## src/rtl/dpot_pkg.sv

```systemverilog
package dpot_pkg;
  localparam int BYTE_W   = 8;
  localparam int CODE_W   = 8;
  localparam int NUM_CH   = 2;
  localparam int NUM_TAPS = 1 << CODE_W;
  localparam int CNT_W    = 4;
  localparam logic [4:0] ADDR_BASE  = 5'b01011;
  localparam logic [6:0] ADDR_FIXED = 7'b0101111;

  typedef enum logic [2:0] {
    ST_IGNORE, ST_ADDR, ST_INSTR, ST_DATA, ST_READ
  } ctrlState_t;

  typedef struct packed {
    logic shiftRx;
    logic loadInstr;
    logic writeWiper;
    logic loadTx;
    logic shiftTx;
  } dpStrobe_t;
endpackage

```

## src/rtl/dpot_bus_filter.sv

```systemverilog
module dpot_bus_filter #(
  parameter int FILT_CYCLES = 3
) (
  input  logic clk,
  input  logic rstN,
  input  logic rawIn,
  output logic cleanOut
);
  localparam int CW = $clog2(FILT_CYCLES + 1);
  logic [1:0]    syncQ;
  logic [CW-1:0] runCnt;

  always_ff @(posedge clk or negedge rstN) begin
    if (!rstN) begin
      syncQ    <= 2'b11;
      runCnt   <= '0;
      cleanOut <= 1'b1;
    end else begin
      syncQ <= {syncQ[0], rawIn};
      if (syncQ[1] == cleanOut) begin
        runCnt <= '0;
      end else if (runCnt == CW'(FILT_CYCLES - 1)) begin
        runCnt   <= '0;
        cleanOut <= syncQ[1];
      end else begin
        runCnt <= runCnt + 1'b1;
      end
    end
  end
endmodule

```

## src/rtl/dpot_ctrl.sv

```systemverilog
module dpot_ctrl
  import dpot_pkg::*;
#(
  parameter bit FIXED_ADDR = 1'b0
) (
  input  logic              clk,
  input  logic              rstN,
  input  logic              sclF,
  input  logic              sdaF,
  input  logic [1:0]        strapAddr,
  input  logic [BYTE_W-1:0] rxByte,
  input  logic              txBit,
  output dpStrobe_t         strobe,
  output logic              sdaOe,
  output logic              busStart,
  output logic              busStop
);
  localparam logic [CNT_W-1:0] LAST_BIT = CNT_W'(BYTE_W);

  ctrlState_t       state;
  logic [CNT_W-1:0] bitCnt;
  logic             ackPhase, ackDrv, isRead, masterAck;
  logic             sclPrev, sdaPrev;
  logic             sclRise, sclFall, byteDone, ackEnd, addrMatch;
  logic [6:0]       myAddr;

  assign myAddr    = FIXED_ADDR ? ADDR_FIXED : {ADDR_BASE, strapAddr};
  assign addrMatch = (rxByte[BYTE_W-1:1] == myAddr);
  assign sclRise   = sclF & ~sclPrev;
  assign sclFall   = ~sclF & sclPrev;
  assign busStart  = sclF & sclPrev & sdaPrev & ~sdaF;
  assign busStop   = sclF & sclPrev & ~sdaPrev & sdaF;
  assign byteDone  = sclFall && !ackPhase && bitCnt == LAST_BIT && state != ST_IGNORE;
  assign ackEnd    = sclFall && ackPhase && state != ST_IGNORE;

  always_comb begin
    strobe            = '0;
    strobe.shiftRx    = sclRise && !ackPhase && state != ST_IGNORE;
    strobe.loadInstr  = byteDone && state == ST_INSTR;
    strobe.writeWiper = byteDone && state == ST_DATA;
    strobe.loadTx     = ackEnd && ((state == ST_ADDR && isRead) ||
                                   (state == ST_READ && masterAck));
    strobe.shiftTx    = sclFall && state == ST_READ && !ackPhase &&
                        bitCnt != '0 && bitCnt != LAST_BIT;
  end

  assign sdaOe = ackDrv | (state == ST_READ && !ackPhase && !txBit);

  always_ff @(posedge clk or negedge rstN) begin
    if (!rstN) begin
      state     <= ST_IGNORE;
      bitCnt    <= '0;
      ackPhase  <= 1'b0;
      ackDrv    <= 1'b0;
      isRead    <= 1'b0;
      masterAck <= 1'b0;
      sclPrev   <= 1'b1;
      sdaPrev   <= 1'b1;
    end else begin
      sclPrev <= sclF;
      sdaPrev <= sdaF;
      if (busStart || busStop) begin
        state    <= busStart ? ST_ADDR : ST_IGNORE;
        bitCnt   <= '0;
        ackPhase <= 1'b0;
        ackDrv   <= 1'b0;
      end else if (state != ST_IGNORE) begin
        if (sclRise) begin
          if (!ackPhase) bitCnt <= bitCnt + 1'b1;
          else if (state == ST_READ) masterAck <= ~sdaF;
        end
        if (byteDone) begin
          ackPhase <= 1'b1;
          unique case (state)
            ST_ADDR: begin
              if (addrMatch) begin
                ackDrv <= 1'b1;
                isRead <= rxByte[0];
              end else begin
                state    <= ST_IGNORE;
                ackPhase <= 1'b0;
              end
            end
            ST_INSTR, ST_DATA: ackDrv <= 1'b1;
            default: ;
          endcase
        end else if (ackEnd) begin
          ackPhase <= 1'b0;
          bitCnt   <= '0;
          ackDrv   <= 1'b0;
          unique case (state)
            ST_ADDR:  state <= isRead ? ST_READ : ST_INSTR;
            ST_INSTR: state <= ST_DATA;
            ST_READ:  if (!masterAck) state <= ST_IGNORE;
            default: ;
          endcase
        end
      end
    end
  end
endmodule

```

## src/rtl/dpot_datapath.sv

```systemverilog
module dpot_datapath
  import dpot_pkg::*;
(
  input  logic                clk,
  input  logic                rstN,
  input  dpStrobe_t           strobe,
  input  logic                sdaF,
  output logic [BYTE_W-1:0]   rxByte,
  output logic                txBit,
  output logic [CODE_W-1:0]   wiperCode1,
  output logic [CODE_W-1:0]   wiperCode2,
  output logic [NUM_TAPS-1:0] tapSel1,
  output logic [NUM_TAPS-1:0] tapSel2,
  output logic                termAOpen1,
  output logic                termAOpen2
);
  localparam logic [CODE_W-1:0] MID_CODE = CODE_W'(1) << (CODE_W - 1);

  logic [CODE_W-1:0]   wiperReg [NUM_CH];
  logic [NUM_TAPS-1:0] tapArr   [NUM_CH];
  logic [BYTE_W-1:0]   txShift;
  logic                chanSel, sdFlag;

  always_ff @(posedge clk or negedge rstN) begin
    if (!rstN) begin
      rxByte  <= '0;
      txShift <= '0;
      chanSel <= 1'b0;
      sdFlag  <= 1'b0;
      for (int i = 0; i < NUM_CH; i++) wiperReg[i] <= MID_CODE;
    end else begin
      if (strobe.shiftRx) rxByte <= {rxByte[BYTE_W-2:0], sdaF};
      if (strobe.loadInstr) begin
        chanSel <= rxByte[BYTE_W-1];
        sdFlag  <= rxByte[BYTE_W-2];
      end
      if (strobe.writeWiper) wiperReg[chanSel] <= rxByte;
      if (strobe.loadTx)       txShift <= wiperReg[chanSel];
      else if (strobe.shiftTx) txShift <= {txShift[BYTE_W-2:0], 1'b0};
    end
  end

  assign txBit = txShift[BYTE_W-1];

  for (genvar g = 0; g < NUM_CH; g++) begin : g_tap
    assign tapArr[g] = sdFlag ? NUM_TAPS'(1) : (NUM_TAPS'(1) << wiperReg[g]);
  end

  assign wiperCode1 = wiperReg[0];
  assign wiperCode2 = wiperReg[1];
  assign tapSel1    = tapArr[0];
  assign tapSel2    = tapArr[1];
  assign termAOpen1 = sdFlag;
  assign termAOpen2 = sdFlag;
endmodule

```

## src/rtl/dpot_i2c_slave.sv

```systemverilog
module dpot_i2c_slave
  import dpot_pkg::*;
#(
  parameter bit FIXED_ADDR  = 1'b0,
  parameter int FILT_CYCLES = 3
) (
  input  logic                clk,
  input  logic                rstN,
  input  logic                sclIn,
  input  logic                sdaIn,
  output logic                sdaOe,
  input  logic [1:0]          strapAddr,
  output logic [CODE_W-1:0]   wiperCode1,
  output logic [CODE_W-1:0]   wiperCode2,
  output logic [NUM_TAPS-1:0] tapSel1,
  output logic [NUM_TAPS-1:0] tapSel2,
  output logic                termAOpen1,
  output logic                termAOpen2
);
  logic              sclF, sdaF, txBit, busStart, busStop;
  logic [BYTE_W-1:0] rxByte;
  dpStrobe_t         strobe;

  dpot_bus_filter #(.FILT_CYCLES(FILT_CYCLES)) u_sclFilt (
    .clk(clk), .rstN(rstN), .rawIn(sclIn), .cleanOut(sclF));
  dpot_bus_filter #(.FILT_CYCLES(FILT_CYCLES)) u_sdaFilt (
    .clk(clk), .rstN(rstN), .rawIn(sdaIn), .cleanOut(sdaF));

  dpot_ctrl #(.FIXED_ADDR(FIXED_ADDR)) u_ctrl (
    .clk(clk), .rstN(rstN), .sclF(sclF), .sdaF(sdaF), .strapAddr(strapAddr),
    .rxByte(rxByte), .txBit(txBit), .strobe(strobe), .sdaOe(sdaOe),
    .busStart(busStart), .busStop(busStop));

  dpot_datapath u_dp (
    .clk(clk), .rstN(rstN), .strobe(strobe), .sdaF(sdaF), .rxByte(rxByte),
    .txBit(txBit), .wiperCode1(wiperCode1), .wiperCode2(wiperCode2),
    .tapSel1(tapSel1), .tapSel2(tapSel2),
    .termAOpen1(termAOpen1), .termAOpen2(termAOpen2));
endmodule

```

## config.mk

```make
export PLATFORM = sky130hd
export DESIGN_NAME = dpot_i2c_slave
export DESIGN_NICKNAME = d
export VERILOG_FILES = /design/src/rtl/dpot_pkg.sv /design/src/rtl/dpot_bus_filter.sv /design/src/rtl/dpot_ctrl.sv /design/src/rtl/dpot_datapath.sv /design/src/rtl/dpot_i2c_slave.sv
export SDC_FILE = /design/constraint.sdc
export NUM_CORES = 1
export LEC_CHECK = 0
export CELL_PAD_IN_SITES_DETAIL_PLACEMENT = 0
export CELL_PAD_IN_SITES_GLOBAL_PLACEMENT = 1
export CORE_AREA = 2 2 211 213
export DETAILED_ROUTE_END_ITERATION = 6
export DIE_AREA = 0 0 213 215
export DONT_BUFFER_PORTS = 1
export MAX_ROUTING_LAYER = met4
export PLACE_DENSITY_LB_ADDON = 0.1
export SLEW_MARGIN = 10
export SYNTH_ARGS = -nofsm -noshare
export SYNTH_HDL_FRONTEND = slang
export SYNTH_HIERARCHICAL = 1
export SYNTH_SLANG_ARGS = --single-unit
```

## constraint.sdc

```tcl
create_clock -name clk -period 2.5 [get_ports clk]
set_input_delay 0.125 -clock clk [delete_from_list [all_inputs] [get_ports clk]]
set_output_delay 0.125 -clock clk [all_outputs]
set_load 0.02 [all_outputs]
```

* Word-level counts from Yosys, hierarchy flattened
Cells that the tools add are included.
W data, S select, Z words.
** Operators by class
- $add $sub $neg :: 3
- Order comparisons :: 2
- Equality and inequality tests :: 17
- Shift operators :: 2
- Multiplexer cells :: 41
- Bitwise gates (word level) :: 16
- Reduce and logical (&&, ||, !) cells :: 36
** Operator list (count)
- $mux W256 :: 2
- $shl A1 B8 Y256 const A :: 2
- $mux W8 :: 6
- $mux W3 :: 8
- $mux W4 :: 6
- $logic_and A1 B1 Y1 :: 19
- $bwmux W16 :: 1
- $ne A4 B4 Y1 const B :: 4
- $mux W1 :: 11
- $reduce_and A5 Y1 :: 2
- $pmux W3 S3 :: 1
- $demux W8 S1 :: 1
- $mux W2 :: 4
- $and A1 B1 Y1 :: 7
- $eq A7 B6 Y1 :: 1
- $not A1 Y1 :: 7
- $eq A3 B2 Y1 const B :: 2
- $ne A3 B3 Y1 const B :: 2
- $reduce_and A2 Y1 :: 3
- $reduce_and A6 Y1 :: 1
- $reduce_bool A3 Y1 :: 2
- $ne A5 B5 Y1 const B :: 1
- $add A2 B1 Y2 const B :: 2
- $add A4 B1 Y4 const B :: 1
- other kinds (16) :: 21
** Word-level totals
- Register bits :: 57
- Input port bits :: 6
- Output and inout port bits :: 531
- Logic and storage cells :: 137

* Logic depth before layout (Yosys ltp)
Gate-level depths: netlist of the first run.
- Word-level depth :: 8
- Depth in mapped cells :: 8
- Depth with buffers taken out :: 7

* Modules after synthesis
The synthesis of the first run kept the hierarchy.
** Modules (own cells, without submodules)
- dpot_datapath :: instances 1, cells an instance 879, area each 5834.3 µm², sequential area each 853.3 µm²
- dpot_ctrl :: instances 1, cells an instance 107, area each 978.4 µm², sequential area each 327.8 µm²
- dpot_bus_filter :: instances 2, cells an instance 10, area each 178.9 µm², sequential area each 128.9 µm²

* Least setup slack after synthesis of the first run
No wires, ideal clock.
- Kind :: flip-flop to flip-flop
- Start :: register u_ctrl.sclPrev
- End :: register u_dp.wiperReg, in the netlist u_dp/wiperCode1[0]
- Setup time :: 0.125 ns
- Arrival :: 2.090 ns
- Required time :: 2.375 ns
- Setup slack :: 0.286 ns
- Cell stages (with the launch flop) :: 7
- Path buffers :: 1
- Period minus slack after synthesis :: 2.214 ns
- Cells stage by stage :: dfstp_2 -> nand2b_1 -> nor4_2 -> and4b_1 -> nor2b_1 -> clkbuf_1 -> mux2_2
** RTL lines
- start, declared :: line dpot_ctrl.sv:23 : logic sclPrev, sdaPrev;
- start signal, assigned :: line dpot_ctrl.sv:60 : sclPrev <= sclF;
- end signal, assigned by index :: line dpot_datapath.sv:37 : if (strobe.writeWiper) wiperReg[chanSel] <= rxByte;
- end, declared :: line dpot_datapath.sv:19 : logic [CODE_W-1:0] wiperReg [NUM_CH];

* Final worst setup path of the first run
- Start :: register u_dp.wiperReg, in the netlist u_dp/wiperCode1[1]
- End :: output tapSel1[100]
** On the way
- Word-level cells in the longest chain between the ends :: 2
** Ends and longest elaborated chain
- $shl A1 B8 Y256 :: line dpot_datapath.sv:46 : assign tapArr[g] = sdFlag ? NUM_TAPS'(1) : (NUM_TAPS'(1) << wiperReg[g]);
- $mux W256 :: line dpot_datapath.sv:46
- end, declared :: line dpot_i2c_slave.sv:15 : output logic [NUM_TAPS-1:0] tapSel1,
No other way between the ends.

==> reports/results.txt, run 1 <==
first-pass GRT wire length -> 63.9 mm
clk sinks -> 57
Post-Syn Area per Cell -> 7.13 sq um
internal power -> 2020 uW
ANT nets after route -> 0
max frequency -> 415 MHz
die width -> 213 um
Leak -> 0.00498 uW
CP Cell Sequence -> buf_4, or4b_1, nor3_1, buf_4
combinational power share -> 0.189
largest net degree at the start of global routing -> 58
Levels on crit path -> 4
fillers -> 4874
HP Class -> in2async
Cell Area, Synth -> 0.00716 sq mm
max cap viols -> 0
initial DRC count -> 538
final worst-path cycle share -> 0.964
CTS root buf -> clkbuf_16
Worst Setup Slack, final -> 0.0893 ns
DR DRC count -> 0
Area Overhead vs Synth -> 67.5%
Clock Skew -> 0.0136 ns
nets -> 1430
RSZ-0062 raised after global routing -> yes
final std cells w/o fill -> 2018
worst-margin pin slew -> 0.681 ns
reg2reg path depth -> 8
all-layer global routing usage -> 0.189
vias per cell -> 4.74
Worst Path Required -> 2.38 ns
Buf/Inv on CP -> 2
critical path's slowest cell -> or4b_1
Worst path top cell family by delay -> simple AND/OR/NAND/NOR gates
via count -> 9569
r2r endpoint -> u_dp/chanSel$_DFFE_PN0P_
switching power -> 814 uW
gpl congestion -> 0.866
ant diodes -> 0
Post-Syn Nets -> 1012
R2R setup slack -> 0.38 ns
crit path launch type -> flop
power per cell area -> 236 mW/mm^2
synth warn -> 6
later-pin clock latency in the skew report -> 0.33 ns
Max IR drop VDD -> 0.268 mV
Worst R2R Start -> u_ctrl/bitCnt[0]$_DFFE_PN0P_
status -> finished, final reports clean
final WL -> 44.5 mm
initial core utilization -> 0.164
Fin. Hold Viols -> 0
minimum clock period after layout -> 2.41 ns
clock tree buffer depth -> 2
post-placement cell count -> 1997
CORE AREA -> 0.0436 sq mm
Worst slew margin -> 0.546
share of cells above drive strength 1 -> 0.492
Util after Layout -> 0.275
Setup Slack @ Placement -> 0.366 ns
CP arrival -> 2.29 ns
critical path's largest stage delay -> 0.78 ns
CP max FO -> 14
grt ovf -> 0
final setup fails -> 0
initial antenna violation count -> 1
IO buf count -> 0
DP HPWL -> 33.2 mm
clock network power share -> 0.395
DIE HEIGHT -> 215 um
Max Slew Vio Count -> 0
clk slew on worst S/H paths -> 0.06 ns
crit path kind -> reg2out
Core Rows -> 77
vias in the first global route -> 9076
CTS tree -> yes
Routed WL per cell -> 22.1 um
Detailed Routing Iterations Pass 1 -> 4
Worst setup EP type -> primary output
IO Pins -> 537
die area -> 0.0458 sq mm
total power -> 2830 uW
Net Sw Frac -> 0.287
cell repeated most along the worst path -> buf_4
H-Tree Depth -> 3
Num CTS Buffers -> 9
hold_ws -> 0.305 ns
Syn Inst Count -> 1004
Seq pwr share -> 0.416
[layout make-up]
class                   instances  area, sq um  share of cell area
inverters                       8         30.0             0.00250
clock inverters                 3         17.5             0.00146
multi-input cells             751         4860               0.405
flip-flops and latches         57         1450               0.120
clock buffers                  12          256              0.0214
well taps                     592          741              0.0617
repair buffers                595         4650               0.387
[worst register-to-register path, stage by stage (launching register included)]
cell	delay, ns
dfrtp_1	0.39
inv_1	0.11
ha_1	0.20
nand3b_1	0.14
nor4_2	0.21
buf_4	0.20
nor4b_1	0.28
buf_4	0.18
mux2_2	0.32
[sequential cells by signal (all words and copies together) (netlist names), 3 cells and up]
register / cells
u_dp/rxByte: 8
u_dp/txShift: 8
u_dp/wiperCode1: 8
u_dp/wiperCode2: 8
u_ctrl/bitCnt: 4
u_ctrl/state: 3
[layer usage]
metal | vias to the layer above | wire [um] | share of wire | GRT usage
met1 | 4676 | 18700 | 0.42 | 0.228
li1 | 4525 | - | - | -
met3 | 34 | 2630 | 0.059 | 0.0314
met5 | - | 0 | 0 | -
met4 | 0 | 735 | 0.017 | 0.0345
met2 | 334 | 22400 | 0.50 | 0.330
[repair_timing]
action                     4_1_cts  5_1_grt
setup endpoints to repair        0       78
hold buffers                     4        0
hold endpoints to repair        59        0
gates resized for setup          0        8
setup buffers                    0        2
[stage by stage]
step / TNS, ns / cell area (sq um)
6_report: 0 / 12000
2_1_floorplan: 0 / 7160
3_3_place_gp: 0 / 11600
4_1_cts: 0 / 12000
3_5_place_dp: 0 / 11600
5_1_grt: -0.918 / 12000
[power by group through the flow]
stage / registers (uW) / clock network [uW] / logic (uW)
floorplan: 1150 / 0 / 417
global placement: 1190 / 0 / 515
detailed placement: 1190 / 0 / 514
CTS: 1180 / 1170 / 544
global route: 1190 / 1210 / 593
finish: 1180 / 1120 / 536
[placed cells by master (no fill, tap or decap), drive strengths merged, types with 12 or more instances in the layout]
| cell type | instances |
|---|---|
| nor3 | 517 |
| mux2 | 29 |
| nand4b | 17 |
| mux2i | 23 |
| dfrtp | 47 |
| nand4bb | 24 |
| or3b | 12 |
| clkbuf | 12 |
| or4b | 18 |
| buf | 592 |
[worst max-delay path by stage]
| stage | slack, ns | start | endpoint |
|---|---|---|---|
| 3_5_place_dp | 0.37 | u_ctrl/bitCnt[0]$_DFFE_PN0P_ | u_dp/chanSel$_DFFE_PN0P_ |
| 2_1_floorplan | 0.29 | u_ctrl/sclPrev$_DFF_PN1_ | u_dp/wiperCode1[0]$_DFFE_PN0P_ |
| 4_1_cts | 0.001 | u_dp/wiperCode1[2]$_DFFE_PN0P_ | tapSel1[100] |
| 3_3_place_gp | 0.35 | u_dp/wiperCode1[2]$_DFFE_PN0P_ | tapSel1[254] |
| 5_1_grt | -0.09 | u_dp/wiperCode2[6]$_DFFE_PN0P_ | tapSel2[195] |
| 6_report | 0.09 | u_dp/wiperCode1[1]$_DFFE_PN0P_ | tapSel1[100] |
Power figures use the tool's default switching activity.
==> run 2: changes to the inputs <==
--- a/config.mk
+++ b/config.mk
@@ -13,6 +13,7 @@
 export DONT_BUFFER_PORTS = 1
 export MAX_ROUTING_LAYER = met4
 export PLACE_DENSITY_LB_ADDON = 0.1
+export RECOVER_POWER = 50
 export SLEW_MARGIN = 10
 export SYNTH_ARGS = -nofsm -noshare
 export SYNTH_HDL_FRONTEND = slang
==> run 2 against run 1 <==
  * Flip-flop and latch count is the same
  * Die area is the same
  * Critical path type unchanged
  * Register-to-register slack is essentially flat
  * Critical path depth shrank 1
==> reports/results.txt, run 2 (synthesized netlist as in run 1, its figures left out) <==
Worst slew margin -> 0.0131 (-0.533)
crit path kind -> reg2out
hold_ws -> 0.313 ns (+0.00787 ns)
Fin. Hold Viols -> 0 (unchanged)
CTS root buf -> clkbuf_16
DP HPWL -> 33.2 mm (unchanged)
vias per cell -> 4.73 (-0.28%)
max cap viols -> 0 (unchanged)
total power -> 2810 uW (-0.99%)
Clock Skew -> 0.0137 ns (+0.000172 ns)
worst-case hold path end point -> u_ctrl/ackPhase$_DFFE_PN0P_
grt ovf -> 0 (unchanged)
final std cells w/o fill -> 2018 (unchanged)
IO buf count -> 0 (unchanged)
DR DRC count -> 0 (unchanged)
power per cell area -> 235 mW/mm^2 (-0.50%)
final worst-path cycle share -> 0.995 (+0.0309)
first-pass GRT wire length -> 63.9 mm (unchanged)
final WL -> 44.4 mm (-0.20%)
die area -> 0.0458 sq mm (unchanged)
CP arrival -> 2.36 ns (+0.07 ns)
largest net degree at the start of global routing -> 58 (unchanged)
CTS tree -> yes
initial core utilization -> 0.164 (unchanged)
r2r endpoint -> u_dp/chanSel$_DFFE_PN0P_
max frequency -> 402 MHz (-3.1%)
all-layer global routing usage -> 0.189 (unchanged)
critical path's largest stage delay -> 0.77 ns (about the same)
CP max FO -> 18 (+4)
via count -> 9542 (-0.28%)
clock tree buffer depth -> 2 (unchanged)
reg2reg path depth -> 8 (unchanged)
minimum clock period after layout -> 2.49 ns (+0.0772 ns)
later-pin clock latency in the skew report -> 0.33 ns (about the same)
CP startpoint -> u_dp/wiperCode1[2]$_DFFE_PN0P_
share of cells above drive strength 1 -> 0.483 (-0.00912)
ANT nets after route -> 0 (unchanged)
fillers -> 4888 (+0.29%)
Leak -> 0.00493 uW (-0.84%)
die width -> 213 um (unchanged)
worst-margin pin slew -> 1.48 ns (+0.799 ns)
post-placement cell count -> 1997 (unchanged)
ant diodes -> 0 (unchanged)
Core Rows -> 77 (unchanged)
clk sinks -> 57 (unchanged)
critical path's slowest cell -> or4b_1
CP Cell Sequence -> or4b_1, nor3_1, buf_4
nets -> 1430 (unchanged)
gpl congestion -> 0.866 (unchanged)
RSZ-0062 raised after global routing -> yes
status -> finished, final reports clean
IO Pins -> 537 (unchanged)
HP Start -> strapAddr[0]
Max IR drop VDD -> 0.266 mV (-0.76%)
H-Tree Depth -> 3 (unchanged)
CORE AREA -> 0.0436 sq mm (unchanged)
Buf/Inv on CP -> 1 (-1)
initial DRC count -> 526 (-2.2%)
final setup fails -> 0 (unchanged)
Detailed Routing Iterations Pass 1 -> 4 (unchanged)
DIE HEIGHT -> 215 um (unchanged)
crit path launch type -> flop
Worst path top cell family by delay -> simple AND/OR/NAND/NOR gates
Worst setup EP type -> primary output
most frequent cells in the layout -> 571 x buf_4, 491 x nor3_1, 47 x dfrtp_1
clk slew on worst S/H paths -> 0.06 ns (about the same)
vias in the first global route -> 9076 (unchanged)
initial antenna violation count -> 1 (unchanged)
Num CTS Buffers -> 9 (unchanged)
Worst R2R Start -> u_ctrl/bitCnt[0]$_DFFE_PN0P_
Hold Path Depth -> 4
Area Overhead vs Synth -> 66.7%
commonest non-fill, non-tap cell in the layout -> buf_4
R2R setup slack -> 0.38 ns (about the same)
Max Slew Vio Count -> 0 (unchanged)
HP Class -> in2reg
Routed WL per cell -> 22.0 um (-0.20%)
Worst Path Required -> 2.38 ns (about the same)
==> run 2: area by class of cell <==
class | count | area, sq um | share of cell area
repair buffers | 595 | 4600 | 0.385
well taps | 592 | 741 | 0.0620
clock buffers | 12 | 256 | 0.0215
clock inverters | 3 | 17.5 | 0.00147
multi-input cells | 751 | 4860 | 0.407
inverters | 8 | 30.0 | 0.00251
flip-flops and latches | 57 | 1440 | 0.121
==> run 2: repair_timing <==
action	in CTS	in global routing
resized for setup	0	8
hold buffers	4	0
setup endpoints to repair	0	78
endpoints found under the hold margin	59	0
buffers inserted	0	2
==> run 2: worst max path at each step <==
stage                                                end  depth (start not counted)  slack [ns]
final                                       tapSel1[100]                          3        0.01
after global routing                        tapSel2[195]                          4       -0.08
after CTS                                   tapSel1[100]                          3       0.001
after detailed placement        u_dp/chanSel$_DFFE_PN0P_                          8        0.37
after global placement                      tapSel1[254]                          3        0.35
after floorplan           u_dp/wiperCode1[0]$_DFFE_PN0P_                          6        0.29
==> run 2: layer usage <==
metal,part of all wire,track usage
met3,0.059,0.0314
met4,0.015,0.0345
met2,0.50,0.330
met1,0.42,0.228
met5,0,-
==> run 2: where the power goes <==
| part | switching, uW | leakage (uW) | internal [uW] | total, uW |
|---|---|---|---|---|
| sequential | 124 | 0.000756 | 1050 | 1170 |
| clock | 409 | 0.000134 | 713 | 1120 |
| combinational | 279 | 0.00404 | 233 | 512 |
| total | 813 | 0.00493 | 1990 | 2810 |
==> run 2: worst reg2reg max path, stage by stage, from the launching register on <==
cell	delay, ns
dfrtp_1	0.39
inv_1	0.11
ha_1	0.20
nand3b_1	0.13
nor4_2	0.21
buf_4	0.20
nor4b_1	0.28
buf_4	0.18
mux2_2	0.32
==> run 2: stage by stage <==
stage                     setup TNS (ns)  area (sq um)  setup WS [ns]   util
after floorplan                        0          7160          0.286      -
after detailed placement               0         11600          0.366  0.266
final                                  0         11900         0.0121  0.274
after global placement                 0         11600          0.353  0.266
after CTS                              0         12000        0.00110  0.274
after global routing               -1.12         11900        -0.0850  0.274
